--- config.mk ---
export PLATFORM = sky130hd
export DESIGN_NAME = sr_csr_file
export DESIGN_NICKNAME = d
export VERILOG_FILES = /design/src/rtl/sr_csr_pkg.sv /design/src/rtl/sr_csr_grp.sv /design/src/rtl/sr_csr_status.sv /design/src/rtl/sr_csr_file.sv
export SDC_FILE = /design/constraint.sdc
export NUM_CORES = 1
export LEC_CHECK = 0
export ABC_AREA = 1
export BUFFER_PORTS_ARGS = -buffer_cell sky130_fd_sc_hd__clkbuf_2
export CAP_MARGIN = 40
export CORE_AREA = 2 2 175 177
export CTS_BUF_LIST = sky130_fd_sc_hd__clkbuf_4 sky130_fd_sc_hd__clkbuf_8
export CTS_CLUSTER_SIZE = 40
export DETAILED_ROUTE_END_ITERATION = 10
export DIE_AREA = 0 0 177 179
export SLEW_MARGIN = 20
export SYNTH_ARGS = -nofsm -noshare
export SYNTH_HDL_FRONTEND = slang
export SYNTH_SLANG_ARGS = --single-unit
--- constraint.sdc ---
create_clock -name clk -period 3.7 [get_ports clk]
set_clock_uncertainty 0.1 [all_clocks]
set_input_delay 0 -clock clk [delete_from_list [all_inputs] [get_ports clk]]
set_output_delay 0 -clock clk [all_outputs]
set_load 0.02 [all_outputs]
--- src/rtl/sr_csr_pkg.sv ---
package sr_csr_pkg;
  localparam int DATA_W = 32;
  localparam int DOM_W  = 2;
  localparam int NFLAG  = 5;

  localparam int FL_ADDR = 0;
  localparam int FL_BUS  = 1;
  localparam int FL_DONE = 2;
  localparam int FL_TMO  = 3;
  localparam int FL_CONF = 4;

  // flags that a software write of 1 may clear (all but request-done)
  localparam logic [NFLAG-1:0] W1C_MASK = 5'b11011;

  localparam int OWN_LSB = 8;
  localparam int IDX_LSB = 16;

  // access passes the domain check when unlocked or owner matches
  function automatic logic dom_pass(input logic dlock,
                                    input logic [DOM_W-1:0] owner,
                                    input logic [DOM_W-1:0] dom);
    return !dlock || (owner == dom);
  endfunction

  // next flag value: reset beats everything, then set beats clear
  function automatic logic [NFLAG-1:0] flag_next(input logic [NFLAG-1:0] cur,
                                                 input logic [NFLAG-1:0] set,
                                                 input logic [NFLAG-1:0] clr,
                                                 input logic             srst);
    if (srst) return '0;
    return (cur & ~(clr & W1C_MASK)) | set;
  endfunction

  function automatic logic [DATA_W-1:0] grp_pack(input logic en, input logic dl,
                                                 input logic wl, input logic rl,
                                                 input logic [DOM_W-1:0] own);
    logic [DATA_W-1:0] w;
    w = '0;
    w[0] = en;
    w[1] = dl;
    w[2] = wl;
    w[3] = rl;
    w[OWN_LSB +: DOM_W] = own;
    return w;
  endfunction
endpackage

--- src/rtl/sr_csr_grp.sv ---
module sr_csr_grp
  import sr_csr_pkg::*;
(
  input  logic             clk,
  input  logic             rst_n,
  input  logic             sw_rst,
  input  logic             sel,
  input  logic             wr,
  input  logic             wr_en_bit,
  input  logic [2:0]       wr_lock_bits,
  input  logic [DOM_W-1:0] wr_owner,
  input  logic [DOM_W-1:0] dom,
  output logic             en,
  output logic             dlock,
  output logic             wlock,
  output logic             rlock,
  output logic [DOM_W-1:0] owner,
  output logic             wr_take,
  output logic             wr_block,
  output logic             rd_ok
);
  logic pass;

  assign pass     = dom_pass(dlock, owner, dom);
  assign wr_take  = sel && wr && pass && !wlock;
  assign wr_block = sel && wr && !wr_take;
  assign rd_ok    = pass && !rlock;

  always_ff @(posedge clk or negedge rst_n) begin
    if (!rst_n) begin
      en    <= 1'b0;
      dlock <= 1'b0;
      wlock <= 1'b0;
      rlock <= 1'b0;
      owner <= '0;
    end else begin
      if (sw_rst) begin
        en <= 1'b0;
      end else if (wr_take) begin
        en    <= wr_en_bit;
        dlock <= dlock | wr_lock_bits[0];
        wlock <= wlock | wr_lock_bits[1];
        rlock <= rlock | wr_lock_bits[2];
        if (!dlock) owner <= wr_owner;
      end
    end
  end
endmodule

--- src/rtl/sr_csr_status.sv ---
module sr_csr_status
  import sr_csr_pkg::*;
#(
  parameter int IDX_W = 10
) (
  input  logic             clk,
  input  logic             rst_n,
  input  logic             sw_rst,
  input  logic [NFLAG-1:0] ev,
  input  logic [IDX_W-1:0] ev_idx,
  input  logic             clr_en,
  input  logic [NFLAG-1:0] clr_bits,
  output logic [NFLAG-1:0] flags,
  output logic [IDX_W-1:0] err_idx
);
  logic [NFLAG-1:0] clr_vec;
  logic             idx_load;

  assign clr_vec  = clr_en ? clr_bits : '0;
  assign idx_load = ev[FL_ADDR] || ev[FL_BUS];

  always_ff @(posedge clk or negedge rst_n) begin
    if (!rst_n) begin
      flags   <= '0;
      err_idx <= '0;
    end else begin
      flags <= flag_next(flags, ev, clr_vec, sw_rst);
      if (sw_rst)        err_idx <= '0;
      else if (idx_load) err_idx <= ev_idx;
    end
  end
endmodule

--- src/rtl/sr_csr_file.sv ---
module sr_csr_file
  import sr_csr_pkg::*;
#(
  parameter int NG     = 16,
  parameter int ADDR_W = 8,
  parameter int IDX_W  = 10,
  parameter int TMO_W  = 32
) (
  input  logic              clk,
  input  logic              rst_n,
  input  logic              req_valid,
  input  logic              req_write,
  input  logic [ADDR_W-1:0] req_addr,
  input  logic [DATA_W-1:0] req_wdata,
  input  logic [DOM_W-1:0]  req_domain,
  output logic [DATA_W-1:0] rsp_rdata,
  input  logic              ev_addr_err,
  input  logic              ev_bus_err,
  input  logic              ev_req_done,
  input  logic              ev_timeout,
  input  logic              ev_conflict,
  input  logic [IDX_W-1:0]  ev_err_idx,
  output logic [NG-1:0]     grp_en_o,
  output logic              hw_req_dis_o,
  output logic [TMO_W-1:0]  timeout_o
);
  localparam int GLOB_A   = 0;
  localparam int TMO_A    = 1;
  localparam int STAT_A   = 2;
  localparam int GRP_BASE = 16;

  logic sel_glob, sel_tmo, sel_stat;
  logic sw_rst;
  logic hw_dis;
  logic [TMO_W-1:0] tmo;

  logic [NG-1:0]          grp_sel, grp_dl, grp_wl, grp_rl;
  logic [NG-1:0]          wr_take, wr_blocked, grp_rd_ok;
  logic [NG-1:0][DOM_W-1:0] grp_own;
  logic [3*NG-1:0]        lock_vec;
  logic                   rd_blocked;

  logic [NFLAG-1:0] ev_vec, stat_flags;
  logic [IDX_W-1:0] err_idx;
  logic             stat_clr;
  logic [DATA_W-1:0] rd_val;

  assign sel_glob = req_valid && (req_addr == ADDR_W'(GLOB_A));
  assign sel_tmo  = req_valid && (req_addr == ADDR_W'(TMO_A));
  assign sel_stat = req_valid && (req_addr == ADDR_W'(STAT_A));
  assign sw_rst   = sel_glob && req_write && req_wdata[0];
  assign stat_clr = sel_stat && req_write;

  assign ev_vec = {ev_conflict, ev_timeout, ev_req_done, ev_bus_err, ev_addr_err};

  always_ff @(posedge clk or negedge rst_n) begin
    if (!rst_n) begin
      hw_dis <= 1'b0;
      tmo    <= '0;
    end else if (sw_rst) begin
      hw_dis <= 1'b0;
      tmo    <= '0;
    end else begin
      if (sel_glob && req_write) hw_dis <= req_wdata[1];
      if (sel_tmo && req_write)  tmo    <= req_wdata[TMO_W-1:0];
    end
  end

  for (genvar g = 0; g < NG; g++) begin : gen_grp
    assign grp_sel[g] = req_valid && (req_addr == ADDR_W'(GRP_BASE + g));
    sr_csr_grp u_grp (
      .clk          (clk),
      .rst_n        (rst_n),
      .sw_rst       (sw_rst),
      .sel          (grp_sel[g]),
      .wr           (req_write),
      .wr_en_bit    (req_wdata[0]),
      .wr_lock_bits (req_wdata[3:1]),
      .wr_owner     (req_wdata[OWN_LSB +: DOM_W]),
      .dom          (req_domain),
      .en           (grp_en_o[g]),
      .dlock        (grp_dl[g]),
      .wlock        (grp_wl[g]),
      .rlock        (grp_rl[g]),
      .owner        (grp_own[g]),
      .wr_take      (wr_take[g]),
      .wr_block     (wr_blocked[g]),
      .rd_ok        (grp_rd_ok[g])
    );
    assign lock_vec[3*g +: 3] = {grp_rl[g], grp_wl[g], grp_dl[g]};
  end

  sr_csr_status #(.IDX_W(IDX_W)) u_stat (
    .clk      (clk),
    .rst_n    (rst_n),
    .sw_rst   (sw_rst),
    .ev       (ev_vec),
    .ev_idx   (ev_err_idx),
    .clr_en   (stat_clr),
    .clr_bits (req_wdata[NFLAG-1:0]),
    .flags    (stat_flags),
    .err_idx  (err_idx)
  );

  always_comb begin
    rd_val     = '0;
    rd_blocked = 1'b0;
    if (sel_glob) begin
      rd_val[1] = hw_dis;
    end else if (sel_tmo) begin
      rd_val = DATA_W'(tmo);
    end else if (sel_stat) begin
      rd_val[NFLAG-1:0]        = stat_flags;
      rd_val[IDX_LSB +: IDX_W] = err_idx;
    end
    for (int g = 0; g < NG; g++) begin
      if (grp_sel[g]) begin
        rd_val     = grp_rd_ok[g] ?
                     grp_pack(grp_en_o[g], grp_dl[g], grp_wl[g], grp_rl[g], grp_own[g]) : '0;
        rd_blocked = !req_write && !grp_rd_ok[g];
      end
    end
  end

  always_ff @(posedge clk or negedge rst_n) begin
    if (!rst_n)                      rsp_rdata <= '0;
    else if (req_valid && !req_write) rsp_rdata <= rd_val;
    else                             rsp_rdata <= '0;
  end

  assign hw_req_dis_o = hw_dis;
  assign timeout_o    = tmo;
endmodule

## Yosys cells after proc, flatten, opt, wreduce, memory -nomap -nowiden

Index checks and enable logic that the tools add are counted.

| word-level totals | value |
|---|---|
| logic and storage cells | 477 |
| input port bits | 61 |
| flip-flop bits (word level) | 176 |

| cells by class | value |
|---|---|
| reduce and logical (&&, ||, !) cells | 206 |
| equal/unequal tests | 34 |
| muxes and demuxes | 84 |
| bitwise gates (word level) | 68 |

Operators by type and width:

| operator | number |
|---|---|
| two-way mux 32 bit | 19 |
| two-way mux 10 bit | 20 |
| == test 8 x 5 -> 1 bit (second input constant) | 16 |
| logical AND 1 bit | 88 |
| zero test 1 bit | 49 |
| bitwise OR 1 bit | 48 |
| AND reduction 3 bit | 16 |
| nonzero test 2 bit | 19 |
| two-way mux 1 bit | 37 |
| == test 2 bit | 16 |
| AND reduction 2 bit | 16 |
| two-way mux 30 bit | 1 |
| two-way mux 5 bit | 5 |
| logical OR 1 bit | 17 |
| NOT 1 bit | 17 |
| two-way mux 11 bit | 1 |
| == test 8 x 1 -> 1 bit (second input constant) | 1 |
| == test 8 x 2 -> 1 bit (second input constant) | 1 |
| zero test 8 bit | 1 |
| two-way mux 6 bit | 1 |
| bitwise AND 5 bit | 1 |
| NOT 5 bit | 1 |
| bitwise OR 5 bit | 1 |

## Logic depth before layout (Yosys ltp)

| depth | value |
|---|---|
| depth after elaboration | 22 |
| mapped depth | 21 |
| gate-level depth less buffers | 21 |

## By module

A second synthesis with hierarchy kept.

| second synthesis, totals | value |
|---|---|
| cells, all modules | 1326 |
| area total of the unflattened synthesis | 10437.5 sq um |

Modules (own cells, without submodules):

| module | instances | area each (sq um) | cells an instance |
|---|---|---|---|
| sr_csr_grp | 16 | 357.8 | 42 |
| sr_csr_file | 1 | 4077.7 | 586 |
| sr_csr_status | 1 | 634.4 | 68 |

## Least setup slack after synthesis

No wires, ideal clock.

| timing | value |
|---|---|
| kind | register to register |
| from | register gen_grp[14].u_grp.owner[0] |
| to | register gen_grp[14].u_grp.owner[0] |
| slack | 1.885 ns |
| period minus slack after synthesis | 1.815 ns |
| library setup time | 0.118 ns |
| stages on the path, launching flop included | 11 |
| data arrival time | 1.597 ns |
| cell sequence | dfrtp_1 inv_1 nor2_1 o41ai_1 nand2_1 nor3_1 inv_1 nor3_2 nor2_1 a21oi_1 inv_1 |

| on the way | value |
|---|---|
| cells in the longest elaborated chain, start to end | 5 |

RTL lines:

| what | RTL line | source |
|---|---|---|
| from (decl) | sr_csr_grp.sv:17 | `output logic [DOM_W-1:0] owner,` |
| from (signal assigned) | sr_csr_grp.sv:44 | `if (!dlock) owner <= wr_owner;` |
| == test 2 bit | sr_csr_pkg.sv:22 | `return !dlock \|\| (owner == dom);` |
| logical OR 1 bit | sr_csr_pkg.sv:22 |  |
| logical AND 1 bit (2 in a row) | sr_csr_grp.sv:25 | `assign wr_take = sel && wr && pass && !wlock;` |
| AND reduction 3 bit (no source line) | -- |  |

No other way between the ends.
A chain may end at the register's enable or synchronous reset.

## Worst setup path after layout

| timing | value |
|---|---|
| from | input port req_addr[6] |
| to | register rsp_rdata[2] |

| on the way | value |
|---|---|
| cells in the longest elaborated chain, start to end | 22 |
| elaborated cells between the ends (all ways) | 58 |

RTL lines:

| what | RTL line | source |
|---|---|---|
| from (decl) | sr_csr_file.sv:13 | `input logic [ADDR_W-1:0] req_addr,` |
| == test 8 x 2 -> 1 bit | sr_csr_file.sv:50 | `assign sel_stat = req_valid && (req_addr == ADDR_W'(STAT_A));` |
| logical AND 1 bit | sr_csr_file.sv:50 |  |
| two-way mux 5 bit | sr_csr_file.sv:112 | `end else if (sel_stat) begin` |
| two-way mux 5 bit | sr_csr_file.sv:110 | `end else if (sel_tmo) begin` |
| two-way mux 30 bit | sr_csr_file.sv:108 | `if (sel_glob) begin` |
| two-way mux 32 bit (15 in a row) | sr_csr_file.sv:117 | `if (grp_sel[g]) begin` |
| two-way mux 32 bit (*) | sr_csr_file.sv:117 |  |
| two-way mux 32 bit (*) | sr_csr_file.sv:127 | `else if (req_valid && !req_write) rsp_rdata <= rd_val;` |
| to (signal assigned) | sr_csr_file.sv:127 |  |
| to (decl) | sr_csr_file.sv:16 | `output logic [DATA_W-1:0] rsp_rdata,` |

Every way passes the cells marked *; elsewhere a longest branch is shown, timed or not.

==> qor.yml <==
post-synth-top-area-cell: "dfrtp_1"
ys_warn_count: 0
peakVddDrop_mv: 0.1944
place_congestion: 0.9300
min_period_ps: 2988
cp-end-kind: "flip-flop"
cpMostUsedCell: "nand2_1"
max_freq_ghz: 0.3347
fillers: 3081
synthFlopType: "dfrtp_1"
syn_inst: 1061
critPathKind: "input port to flip-flop"
crit_arrival_ps: 3310
die-area_um2: 31680
synth_cell_types: 42
clk_pin_slew_ps: 100
synth-simple-area-share: 0.2243
cts_buffer_depth: 2
status: "complete, but fails checks"
holdWs_ps: -12.94
muxShareOfSynthArea: 0.01454
critPathMaxFanout: 19
num_vias: 8170
vias_per_cell: 4.922
async_reset_ff_frac: 1.000
hpwl_um: 20380
finalNetCount: 1311
cts_tree: "done"
cts.sinks: 176
ys_ff_latch: 176
synth-seq-area-share: 0.5019
wl_um: 28890
htree_num_levels: 4
hold_path_class: "input port to async pin"
rsz0062_at_grt: "no"
ant_nets: 0
yosys.area_share.adder: 0
grt_usage: 0.1816
rows: 64
grt_pass1_vias: 7993
required_ps: 4020
total_power_mw: 3.722
portBuffers: 141
synth_area_leaders: "dfrtp_1 (50%), nand2_1 (8.3%), inv_1 (5.9%)"
yosys.area.top_type_share: 0.5019
ios: 142
hold_viol: 4
synth_edf_count: 0
wl_per_cell_um: 17.41
core_um2: 30030
maxSlewHeadroom: 0.4649
synth_nets: 1122
syn_area_um2: 8776
synth_most_common_cell: "nand2_1"
grt_pass1_wl_um: 44190
initial_core_util: 0.2923
synth_commonest_cells: "nand2_1 (195), dfrtp_1 (176), inv_1 (137), o21ai_0 (90), nor2_1 (87)"
syn_avg_cell_area_um2: 8.271
path_cells: "dlygate4sd3_1, clkbuf_2, nor2_4, dlygate4sd3_1, nand3_1, nor2_2, buf_4, nand2_1, nand2_1, inv_1, nand3_1, nand2_1, nand3_1, nand2_1, nand3_1, nand2_1, nand2_1, nand2_1, nand3_1, nand2_1, nand3_1, nand2_1, inv_1"
startpoint: "req_addr[6]"
clk_latency_ps: 480
clock-root-buffer: "clkbuf_8"
cts_buffers: 17
grt_remaining_overflow: 0
slowest_delay_ps: 670
firstDrtPassIters: 5
fin_crit_sh: 0.8075
violations: "hold timing"
final.setup.tns_ps: 0
cp_slowest_cell: "dlygate4sd3_1"
cts_resized: 0
drc: 0
setup_viol: 0
critPathLaunchType: "input port"
timing.rr.start: "gen_grp[6].u_grp.owner[0]$_DFFE_PN0P_"
antenna_found_initial: 0
crit_family: "buffers and inverters"
fp.dieW_um: 177
worstMarginPinSlew_ps: 802.7
area_delta_synth_final_pct: 23.71
drive_gt1_frac: 0.1797
p_leak_nw: 5.316
p_per_area_nw_per_um2: 342.8
maxSlewViolCount: 0
synth_top_family_by_area: "simple AND/OR/NAND/NOR gates"
synth_xor_area_frac: 0.02595
maxCapViolations: 0
synth_compound_area_frac: 0.1386
crit_buf_inv: 6
drt_iter0_drc: 660
grt_start_max_net_pins: 69
die_h_um: 179
==> through the flow <==
step | instance area, um^2 | setup slack (ps) | utilization | cells | hold slack, ps
2_1_floorplan | 8776 | 1885 | - | 1061 | -395.6
3_3_place_gp | 9791 | 1216 | 0.3260 | 1563 | -31.34
3_5_place_dp | 9797 | 1178 | 0.3263 | 1563 | -37.71
4_1_cts | 10850 | 795.8 | 0.3615 | 1659 | 4.772
5_1_grt | 10850 | 491.2 | 0.3615 | 1659 | 22.03
6_report | 10860 | 712.4 | 0.3615 | 1660 | -12.94
==> power by group <==
group	total (mW)	internal, mW	switching [mW]
clock	1.42	0.580	0.835
sequential	1.96	1.95	0.0171
combinational	0.343	0.125	0.218
total	3.72	2.65	1.07
==> layout by cell type (no fill, tap or decap), types with 4 or more instances in the layout <==
| master | n |
|---|---|
| nand2_2 | 4 |
| a211oi_1 | 7 |
| nand2_1 | 195 |
| inv_8 | 7 |
| o21bai_1 | 14 |
| o31ai_1 | 5 |
| o21ai_0 | 90 |
| a31oi_1 | 15 |
| buf_4 | 9 |
| dlygate4sd3_1 | 64 |
| nand4_1 | 19 |
| nor3_1 | 11 |
| mux2i_1 | 6 |
| nor4_1 | 9 |
| nor2_4 | 7 |
| nor2_1 | 87 |
| clkbuf_2 | 140 |
| clkbuf_8 | 17 |
| a21oi_1 | 83 |
| dfrtp_1 | 176 |
| inv_2 | 9 |
| xor2_1 | 4 |
| nor2_2 | 9 |
| mux2_2 | 6 |
| inv_1 | 137 |
| xnor2_1 | 22 |
| nand3_1 | 77 |
==> path summary, 6_finish.rpt <==
path | to | slack, ps | cells after the start
worst max-delay path | rsp_rdata[2]$_DFF_PN0_ | 710 | 23
worst min-delay path | timeout_o[20]$_DFFE_PN0P_ | -10 | 2
worst max register to register | rsp_rdata[2]$_DFF_PN0_ | 1530 | 15
worst min register to register | gen_grp[5].u_grp.rlock$_DFFE_PN0P_ | 370 | 2
max in group asynchronous | gen_grp[3].u_grp.owner[1]$_DFFE_PN0P_ | 2600 | 3
min in group clk | gen_grp[6].u_grp.dlock$_DFFE_PN0P_ | 20 | 3
==> layout make-up <==
type,instances,area (um^2),area share
diodes,1,2.502,0.0002305
flip-flops and latches,176,4404,0.4057
multi-input cells,693,3546,0.3266
clock inverters,15,182.7,0.01683
clock buffers,17,234.0,0.02155
inverters,147,551.8,0.05082
well taps,396,495.5,0.04564
repair buffers,215,1440,0.1326
==> repair_timing <==
action,CTS,global route
hold buffers,64,0
setup buffers,0,0
hold endpoints to repair,204,0
==> metal layers <==
metal	share of wire	global-route usage
met4	0.033	0.07576
met5	0	0
met3	0.052	0.03032
met2	0.48	0.2954
met1	0.44	0.2397
==> state kept, by name (all words and copies together), names as in the netlist, 10 cells and up <==
signal and cells:
gen_grp.u_grp.en 16, gen_grp.u_grp.wlock 16, u_stat.err_idx 10, gen_grp.u_grp.rlock 16, rsp_rdata 32, gen_grp.u_grp.owner 32
gen_grp.u_grp.dlock 16, timeout_o 32
==> kinds of logic (layout without fill, tap and decap cells) <==
family,after synthesis,after routing
other,0,1
AND/OR/NAND/NOR,433,433
flip-flops,176,176
multiplexers,12,12
XOR/XNOR,26,26
AO/OA/AOI/OAI,222,222
buffers and inverters,192,394
==> worst register-to-register path, cell delays in order (launching register included) <==
cell,delay (ps)
dfrtp_1,440
xnor2_1,150
nand2_1,70
nand2_1,90
nand2_1,90
nor3_1,360
a21oi_1,130
nand3_1,160
nand2_1,80
nand2_1,70
nand2_1,50
nand3_1,70
nand2_1,90
nand3_1,90
nand2_1,60
inv_1,50
No activity file was read; power rests on OpenSTA's default activity.
